### config.mk
export PLATFORM = sky130hd
export DESIGN_NAME = ocp_hiccup_ctrl
export DESIGN_NICKNAME = d
export VERILOG_FILES = /design/src/rtl/ocp_hiccup_pkg.sv /design/src/rtl/ocp_period_sampler.sv /design/src/rtl/ocp_event_counter.sv /design/src/rtl/ocp_hiccup_timer.sv /design/src/rtl/ocp_hiccup_ctrl.sv
export SDC_FILE = /design/constraint.sdc
export NUM_CORES = 1
export LEC_CHECK = 0
export BUFFER_PORTS_ARGS = -buffer_cell sky130_fd_sc_hd__buf_2
export CORE_MARGIN = 3
export CORE_UTILIZATION = 53
export DETAILED_ROUTE_END_ITERATION = 10
export PLACE_DENSITY_LB_ADDON = 0.05
export SYNTH_ARGS = -nofsm -noshare
export SYNTH_HDL_FRONTEND = slang
export SYNTH_HIERARCHICAL = 1
export SYNTH_SLANG_ARGS = --single-unit
### constraint.sdc
create_clock -name clk -period 3.73 [get_ports clk]
set_input_delay 0.373 -clock clk [delete_from_list [all_inputs] [get_ports clk]]
set_output_delay 0.373 -clock clk [all_outputs]
set_load 0.1 [all_outputs]
### src/rtl/ocp_hiccup_pkg.sv
package ocp_hiccup_pkg;

  // Verdict on one switching period, valid in its closing cycle
  typedef enum logic [1:0] {
    PER_NONE  = 2'd0,
    PER_CLEAN = 2'd1,
    PER_LIMIT = 2'd2
  } per_result_e;

  localparam int unsigned DEF_EVT_W        = 3;
  localparam int unsigned DEF_CLEAN_RUN    = 3;
  localparam int unsigned DEF_WAIT_PERIODS = 1024;

endpackage

### src/rtl/ocp_period_sampler.sv
module ocp_period_sampler
  import ocp_hiccup_pkg::*;
(
  input  logic        clk,
  input  logic        rst_n,
  input  logic        clr,
  input  logic        period_tick,
  input  logic        hs_on,
  input  logic        ilim_hit,
  output per_result_e result
);

  logic hs_seen_q, hs_seen_d;
  logic lim_seen_q, lim_seen_d;
  logic hs_any, lim_any;

  assign hs_any  = hs_seen_q | hs_on;
  assign lim_any = lim_seen_q | ilim_hit;

  always_comb begin
    result = PER_NONE;
    if (period_tick && !clr) begin
      if (hs_any) begin
        result = lim_any ? PER_LIMIT : PER_CLEAN;
      end
    end
  end

  always_comb begin
    if (clr || period_tick) begin
      hs_seen_d  = 1'b0;
      lim_seen_d = 1'b0;
    end else begin
      hs_seen_d  = hs_any;
      lim_seen_d = lim_any;
    end
  end

  always_ff @(posedge clk or negedge rst_n) begin
    if (!rst_n) begin
      hs_seen_q  <= 1'b0;
      lim_seen_q <= 1'b0;
    end else begin
      hs_seen_q  <= hs_seen_d;
      lim_seen_q <= lim_seen_d;
    end
  end

  AST_NO_VERDICT_OFF_TICK: assert property (@(posedge clk) disable iff (!rst_n)
    !period_tick |-> result == PER_NONE) else $error("verdict without tick");

  AST_FLAGS_CLEARED_AFTER_TICK: assert property (@(posedge clk) disable iff (!rst_n)
    period_tick |=> !hs_seen_q && !lim_seen_q) else $error("flags kept across period");

endmodule

### src/rtl/ocp_event_counter.sv
module ocp_event_counter
  import ocp_hiccup_pkg::*;
#(
  parameter int unsigned EVT_W     = DEF_EVT_W,
  parameter int unsigned CLEAN_RUN = DEF_CLEAN_RUN
) (
  input  logic        clk,
  input  logic        rst_n,
  input  logic        clr,
  input  per_result_e result,
  output logic        trip
);

  localparam int unsigned CLEAN_W   = $clog2(CLEAN_RUN + 1);
  localparam logic [EVT_W-1:0]   EVT_FULL  = {EVT_W{1'b1}};
  localparam logic [CLEAN_W-1:0] CLEAN_END = CLEAN_W'(CLEAN_RUN - 1);

  logic [EVT_W-1:0]   evt_q, evt_d;
  logic [CLEAN_W-1:0] clean_q, clean_d;
  logic               upd_en;

  assign trip   = (result == PER_LIMIT) && (evt_q == EVT_FULL) && !clr;
  assign upd_en = clr || (result != PER_NONE);

  always_comb begin
    evt_d   = evt_q;
    clean_d = clean_q;
    if (clr || trip) begin
      evt_d   = '0;
      clean_d = '0;
    end else if (result == PER_LIMIT) begin
      evt_d   = evt_q + 1'b1;
      clean_d = '0;
    end else if (result == PER_CLEAN) begin
      if (clean_q == CLEAN_END) begin
        evt_d   = '0;
        clean_d = '0;
      end else begin
        clean_d = clean_q + 1'b1;
      end
    end
  end

  always_ff @(posedge clk or negedge rst_n) begin
    if (!rst_n) begin
      evt_q   <= '0;
      clean_q <= '0;
    end else if (upd_en) begin
      evt_q   <= evt_d;
      clean_q <= clean_d;
    end
  end

  AST_IDLE_PERIOD_KEEPS_COUNT: assert property (@(posedge clk) disable iff (!rst_n)
    (result == PER_NONE && !clr) |=> $stable(evt_q) && $stable(clean_q))
    else $error("count moved in idle period");

  AST_CLEAN_RUN_CLEARS: assert property (@(posedge clk) disable iff (!rst_n)
    (result == PER_CLEAN && clean_q == CLEAN_END && !clr) |=> evt_q == '0)
    else $error("clean run did not clear");

  AST_LIMIT_RESTARTS_RUN: assert property (@(posedge clk) disable iff (!rst_n)
    (result == PER_LIMIT && !clr) |=> clean_q == '0)
    else $error("limit kept clean run");

  AST_CLEAR_EMPTIES: assert property (@(posedge clk) disable iff (!rst_n)
    clr |=> evt_q == '0 && clean_q == '0) else $error("clear ignored");

endmodule

### src/rtl/ocp_hiccup_timer.sv
module ocp_hiccup_timer
  import ocp_hiccup_pkg::*;
#(
  parameter int unsigned WAIT_PERIODS = DEF_WAIT_PERIODS
) (
  input  logic clk,
  input  logic rst_n,
  input  logic enable,
  input  logic period_tick,
  input  logic trip,
  output logic hiccup_active,
  output logic restart_req
);

  localparam int unsigned WAIT_W = $clog2(WAIT_PERIODS + 1);
  localparam logic [WAIT_W-1:0] WAIT_LAST = WAIT_W'(WAIT_PERIODS - 1);

  logic              hic_q, hic_d;
  logic              rs_q, rs_d;
  logic [WAIT_W-1:0] wait_q, wait_d;
  logic              wait_done;

  assign wait_done = hic_q && period_tick && (wait_q == WAIT_LAST);

  always_comb begin
    hic_d  = hic_q;
    rs_d   = 1'b0;
    wait_d = wait_q;
    if (!enable) begin
      hic_d  = 1'b0;
      wait_d = '0;
    end else if (hic_q) begin
      if (wait_done) begin
        hic_d  = 1'b0;
        rs_d   = 1'b1;
        wait_d = '0;
      end else if (period_tick) begin
        wait_d = wait_q + 1'b1;
      end
    end else if (trip) begin
      hic_d  = 1'b1;
      wait_d = '0;
    end
  end

  always_ff @(posedge clk or negedge rst_n) begin
    if (!rst_n) begin
      hic_q  <= 1'b0;
      rs_q   <= 1'b0;
      wait_q <= '0;
    end else begin
      hic_q  <= hic_d;
      rs_q   <= rs_d;
      wait_q <= wait_d;
    end
  end

  assign hiccup_active = hic_q;
  assign restart_req   = rs_q;

  AST_TRIP_ENTERS_HICCUP: assert property (@(posedge clk) disable iff (!rst_n)
    (trip && enable && !hic_q) |=> hic_q) else $error("trip ignored");

  AST_HICCUP_HOLDS_BETWEEN_TICKS: assert property (@(posedge clk) disable iff (!rst_n)
    (hic_q && enable && !period_tick) |=> hic_q) else $error("hiccup left early");

endmodule

### src/rtl/ocp_hiccup_ctrl.sv
module ocp_hiccup_ctrl
  import ocp_hiccup_pkg::*;
#(
  parameter int unsigned EVT_W        = DEF_EVT_W,
  parameter int unsigned CLEAN_RUN    = DEF_CLEAN_RUN,
  parameter int unsigned WAIT_PERIODS = DEF_WAIT_PERIODS
) (
  input  logic clk,
  input  logic rst_n,
  input  logic enable,
  input  logic period_tick,
  input  logic hs_on,
  input  logic ilim_hit,
  output logic hiccup_active,
  output logic restart_req
);

  per_result_e per_result;
  logic        hold_clr;
  logic        trip;

  // Counting is frozen and flushed while disabled or waiting out a hiccup
  assign hold_clr = !enable || hiccup_active;

  ocp_period_sampler u_sampler (
    .clk         (clk),
    .rst_n       (rst_n),
    .clr         (hold_clr),
    .period_tick (period_tick),
    .hs_on       (hs_on),
    .ilim_hit    (ilim_hit),
    .result      (per_result)
  );

  ocp_event_counter #(
    .EVT_W     (EVT_W),
    .CLEAN_RUN (CLEAN_RUN)
  ) u_counter (
    .clk    (clk),
    .rst_n  (rst_n),
    .clr    (hold_clr),
    .result (per_result),
    .trip   (trip)
  );

  ocp_hiccup_timer #(
    .WAIT_PERIODS (WAIT_PERIODS)
  ) u_timer (
    .clk           (clk),
    .rst_n         (rst_n),
    .enable        (enable),
    .period_tick   (period_tick),
    .trip          (trip),
    .hiccup_active (hiccup_active),
    .restart_req   (restart_req)
  );

  AST_RESTART_SINGLE_CYCLE: assert property (@(posedge clk) disable iff (!rst_n)
    restart_req |=> !restart_req) else $error("restart too long");

  AST_RESTART_ENDS_HICCUP: assert property (@(posedge clk) disable iff (!rst_n)
    restart_req |-> !hiccup_active && $past(hiccup_active)) else $error("stray restart");

  AST_DISABLE_CLEARS_OUTPUTS: assert property (@(posedge clk) disable iff (!rst_n)
    !enable |=> !hiccup_active && !restart_req) else $error("disable ignored");

endmodule

# ---- Yosys cells after proc, flatten, opt, wreduce, memory -nomap -nowiden
# Index checks and enable logic that the tools add are counted.
# W data, S select, Z words.
dict set report classes {
  n_addsub 3
  mul 0
  n_div 0
  n_lt_le_gt_ge 0
  n_eq_ne 7
  shifts 0
  mux 25
  bitwise_logic 2
  n_reduce_logical 17
}
# operator count
set op_table {}
lappend op_table {{$mux W11} 5}
lappend op_table {{$mux W2} 7}
lappend op_table {{$mux W3} 4}
lappend op_table {{$add A11 B1 Y11 const B} 1}
lappend op_table {{$eq A11 B10 Y1 const B} 1}
lappend op_table {{$mux W1} 9}
lappend op_table {{$reduce_bool A3 Y1} 2}
lappend op_table {{$logic_and A1 B1 Y1} 5}
lappend op_table {{$eq A2 B2 Y1 const B} 2}
lappend op_table {{$logic_or A1 B1 Y1} 4}
lappend op_table {{$ne A4 B4 Y1 const B} 1}
lappend op_table {{$reduce_and A2 Y1} 2}
lappend op_table {{$add A3 B1 Y3 const B} 1}
lappend op_table {{$eq A3 B3 Y1 const B} 1}
lappend op_table {{$ne A3 B1 Y1 const B} 1}
lappend op_table {{$reduce_and A3 Y1} 1}
lappend op_table {{$add A2 B1 Y2 const B} 1}
lappend op_table {{$eq A2 B1 Y1 const B} 1}
lappend op_table {{$logic_not A1 Y1} 2}
lappend op_table {{$or A1 B1 Y1} 2}
lappend op_table {{$reduce_bool A2 Y1} 1}
dict set report totals {
  ff_bits 20
  latch_bits 0
  ram_bits 0
  rom_bits 0
  inputBits 6
  out_inout_bits 2
  wordCells 61
  mem_count 0
}

# ---- Longest topological paths before layout
dict set report logic_depth {
  word_depth 11
  mapped_depth 9
  mapped_depth_nobuf 8
}

# ---- Hierarchy
# Netlist, hierarchy kept.
# module instances cells_each area_each_um2 seq_area_each_um2
set by_module_without_submodules {}
lappend by_module_without_submodules {ocp_hiccup_timer 1 76 728.2 325.3}
lappend by_module_without_submodules {ocp_event_counter 1 24 285.3 125.1}
lappend by_module_without_submodules {ocp_period_sampler 1 8 88.8 50.0}
lappend by_module_without_submodules {ocp_hiccup_ctrl 1 1 6.3 0.0}

# ---- Worst setup path before layout
# OpenSTA, ideal clock, no wires.
dict set report synth_path {
  kind {register to register}
  from {register u_timer.hic_q (netlist: u_timer/hiccup_active)}
  to {register u_timer.wait_q[8]}
  setup_time_ps 129
  arrival_time_ps 3072
  required_time_ps 3601
  path_slack_ps 529
  path_stages_with_launch 10
  n_path_buf 1
  period_less_slack_ps 3201
  cell_sequence {dfrtp_1 -> nand2b_1 -> nor4b_1 -> nor2b_2 -> and3b_1 -> mux2i_1 -> and2_1 -> clkbuf_1 -> o21ai_0 -> o41ai_1}
}
dict set report synth_between {
  elab_chain_len 9
  elab_cells_between_ends 15
  classes_between {eq/ne (3); mux (4); reduce/logical (8)}
}
# item line
set synth_lines {}
lappend synth_lines {{start: declaration} ocp_hiccup_timer.sv:18} ;# logic hic_q, hic_d;
lappend synth_lines {{start signal: assignment} ocp_hiccup_timer.sv:52} ;# hic_q <= hic_d;
lappend synth_lines {{$logic_or A1 B1 Y1} ocp_hiccup_ctrl.sv:23} ;# assign hold_clr = !enable || hiccup_active;
lappend synth_lines {{net hold_clr} ocp_hiccup_ctrl.sv:19} ;# logic hold_clr;
lappend synth_lines {{$logic_not A1 Y1} ocp_period_sampler.sv:22} ;# if (period_tick && !clr) begin
lappend synth_lines {{$logic_and A1 B1 Y1} ocp_period_sampler.sv:22}
lappend synth_lines {{$mux W2} ocp_period_sampler.sv:22}
lappend synth_lines {{net per_result[1]} ocp_hiccup_ctrl.sv:18} ;# per_result_e per_result;
lappend synth_lines {{$eq A2 B2 Y1} ocp_event_counter.sv:22} ;# assign trip = (result == PER_LIMIT) && (evt_q == EVT_FULL) && !clr;
lappend synth_lines {{$logic_and A1 B1 Y1 (2 in series)} ocp_event_counter.sv:22}
lappend synth_lines {{net trip} ocp_hiccup_ctrl.sv:20} ;# logic trip;
lappend synth_lines {{$ne A3 B1 Y1 (no line)} --}
lappend synth_lines {{$reduce_and A2 Y1 (no line)} --}
lappend synth_lines {{end signal: assignment} ocp_hiccup_timer.sv:54} ;# wait_q <= wait_d;
lappend synth_lines {{end: declaration} ocp_hiccup_timer.sv:20} ;# logic [WAIT_W-1:0] wait_q, wait_d;
# The timed path passes the listed nets, and every way through them passes these cells.
# A chain may end at the register's enable or synchronous reset.

# ---- Worst setup path in the final report
dict set report layout_path {
  from {register u_timer.hic_q (netlist: u_timer/hiccup_active)}
  to {register u_timer.wait_q[9]}
}
# The elaborated chain is that of the path after synthesis.

==> results by group <==
Power and ir drop
  – Leakage: 0.000573 uW
  – VDD IR-drop max: 226 uV
  – PwrDens: 346 nW/um^2

Flow run
  – MaxCap Viol Count: 0

Clock network
  – Postcts setup bufs: 0
  – Post-CTS Hold Buffers: 0
  – Max clock buf depth: 2
  – CTS tree: done
  – Clk pin slew, worst setup/hold paths: 0.12 ns
  – Clock sink count: 20
  – Clock latency on the worst-skew pair: 0.29 ns
  – Total CTS buffers: 3
  – Root Driver: clkbuf_4
  – CTS resizes: 0
  – CTS H-tree lvls: 1

Floorplanning
  – Top-Level Pins: 8
  – Die Height: 51.7 um
  – FP Rows: 15
  – DIE AREA: 2680 um^2
  – Die W: 51.7 um
  – Core region area: 1840 um^2
  – Initial Util: 60.3%

Critical path
  – Crit Path Class: register to register
  – Worst path cell trace: nand2b_1, nor4b_1, buf_4, nor2b_2, and3b_1, mux2i_1, and2_1, o21bai_1, a21o_1
  – Critical Path RT: 3.93 ns
  – R2r setup slk: 1.17 ns
  – CP endpoint kind: register
  – Slowest CP cell: dfrtp_1
  – Worst Path Buf+Inv: 1
  – Worst EP arrival: 2.76 ns
  – Delay-heaviest family, CP: simple AND/OR/NAND/NOR gates
  – CP peak stage delay: 0.46 ns
  – Max FO, Critical Path: 13
  – CP startpoint kind: register

Yosys
  – Post-synth EDFFs: 0
  – Distinct cells, synth: 43
  – Main flop type after synthesis: dfrtp_1
  – Seq/Total Area, Yosys: 45.1%
  – Synthesized cell area: 1110 um^2
  – Syn Nets: 118
  – Synth Warn #: 6
  – Post-synth ARST share: 100%
  – Mean Syn Cell Area: 10.2 um^2
  – Cells after synthesis: 109
  – Synthesized flop and latch total: 20

Layout
  – Utilization after layout: 66.1%
  – # diodes: 0
  – Layout area overhead: 9.59%
  – Most frequent cells in the layout: 20 x dfrtp_1, 12 x nand2_1, 11 x nand3_1, 7 x buf_2, 5 x o21ai_0
  – Share of layout cells above drive strength 1: 18.6%
  – Commonest non-fill, non-tap cell in the layout: dfrtp_1
  – NumNets Final: 128

STA
  – Max-slew violations: 0
  – Fmax: 0.391 GHz
  – Final Cycle Share: 68.6%
  – Setup violators final: 0
  – Hold WS: -0.000812 ns
  – Final hold vios: 2
  – Setup_tns: 0 ns
  – Worst-Margin Slew: 0.495 ns
  – Minimum clock period: 2.56 ns
  – Clk_skew: 0.000780 ns
  – RSZ-0062 raised after global routing: no
  – Max-Slew Margin vs Limit: 67.2%

Placement
  – PortBufs: 7
  – HPWL Detailed: 1510 um
  – Final Wtd Congestion: 0.756

Route
  – Initial DRC count: 7
  – Antenna Violating Nets Remaining: 0
  – DRC: 0
  – Routed Wire Length: 2030 um
  – Drt wl/cell: 14.2 um
  – Drt first pass iters: 4
  – Post-DR vias/cell: 6.13
  – Via Count: 877

Global routing
  – Gr usage total: 18.1%
  – Largest net degree at the start of global routing: 21
  – Number of global-route vias before repair: 852
  – Remaining Overflow, GRT: 0
  – Initial antenna violation count: 0
  – Global-route wire length before repair: 3610 um

Run status
  – Failing checks: negative hold slack
  – Status: complete, but fails checks

Hold path
  – Min-Delay Path Class: input pin to async pin
==> final cells by class <==
cell class / count / area (um^2)
clock buffer: 3 / 22.5
clock inverter: 1 / 30.0
fill: 166 / 624
inverter: 1 / 3.75
multi-input combinational: 85 / 584
sequential: 20 / 500
tap: 25 / 31.3
timing repair buffer: 8 / 42.5
==> cell usage after synthesis, types with 2 or more instances <==
library cell / n / share of area [%]
and3b_1: 2 / 1.6
nor2_1: 3 / 1.0
and3_1: 3 / 1.7
a31oi_1: 3 / 1.7
nand2_1: 12 / 4.1
a22o_1: 2 / 1.6
o21ai_0: 5 / 2.3
nor3b_1: 3 / 2.0
a21oi_1: 3 / 1.4
dfrtp_1: 20 / 45
or3_1: 4 / 2.3
ha_1: 3 / 3.4
nor3_1: 4 / 1.8
nand3_1: 11 / 5.0
a21o_1: 3 / 2.0
==> cell families after synthesis <==
| group | Yosys count | share of synthesized area (%) |
|---|---|---|
| simple gates | 54 | 29.0 |
| compound gates | 26 | 18.4 |
| flops | 20 | 45.1 |
| buf+inv | 4 | 2.14 |
| fa+ha+maj | 3 | 3.39 |
| mux | 2 | 1.92 |
==> final timing paths <==
path	start	to	cells past startpoint
hold reg to reg	u_timer/wait_q[10]	u_timer/restart_req	1
setup / recovery	u_timer/hiccup_active	u_timer/wait_q[9]	9
hold / removal	rst_n	u_timer/wait_q[8]	1
max in group asynchronous	rst_n	u_timer/wait_q[1]	1
min in group clk	period_tick	u_sampler/hs_seen_q	2
setup reg to reg	u_timer/hiccup_active	u_timer/wait_q[9]	9
==> power by group <==
group | leakage [uW] | switching, uW | internal (uW)
clock network | 0.0000279 | 67.0 | 108
logic | 0.000267 | 15.3 | 8.75
registers | 0.000277 | 2.01 | 219
total | 0.000573 | 84.3 | 337
==> worst register-to-register path: stages, from the launching register on <==
cell      delay [ns]
dfrtp_1         0.46
nand2b_1        0.33
nor4b_1         0.35
buf_4           0.19
nor2b_2         0.19
and3b_1         0.19
mux2i_1         0.06
and2_1          0.30
o21bai_1        0.22
a21o_1          0.18
==> per-stage QoR <==
step | cell area, um^2 | setup slack (ns) | std cells | total power (uW)
after global routing | 1210 | 0.954 | 143 | 439
after global placement | 1160 | 1.27 | 139 | 249
final | 1210 | 1.17 | 143 | 421
after detailed placement | 1160 | 1.19 | 139 | 250
after CTS | 1210 | 1.16 | 143 | 425
after floorplan | 1110 | 0.529 | 109 | 239
==> flip-flops by register name, indices dropped and copies added, names as in the netlist <==
name / flops
u_timer/wait_q: 11
u_sampler/hs_seen_q: 1
u_counter/clean_q: 2
u_timer/hiccup_active: 1
u_counter/evt_q: 3
u_sampler/lim_seen_q: 1
u_timer/restart_req: 1
==> layer usage <==
metal	global-route usage (%)	vias up	share of wire, %
li1	-	433	-
met1	20.3	431	42
met2	33.7	11	54
met3	3.44	2	2.8
met4	6.55	0	0.84
met5	0	-	0
Power figures use the tool's default switching activity.
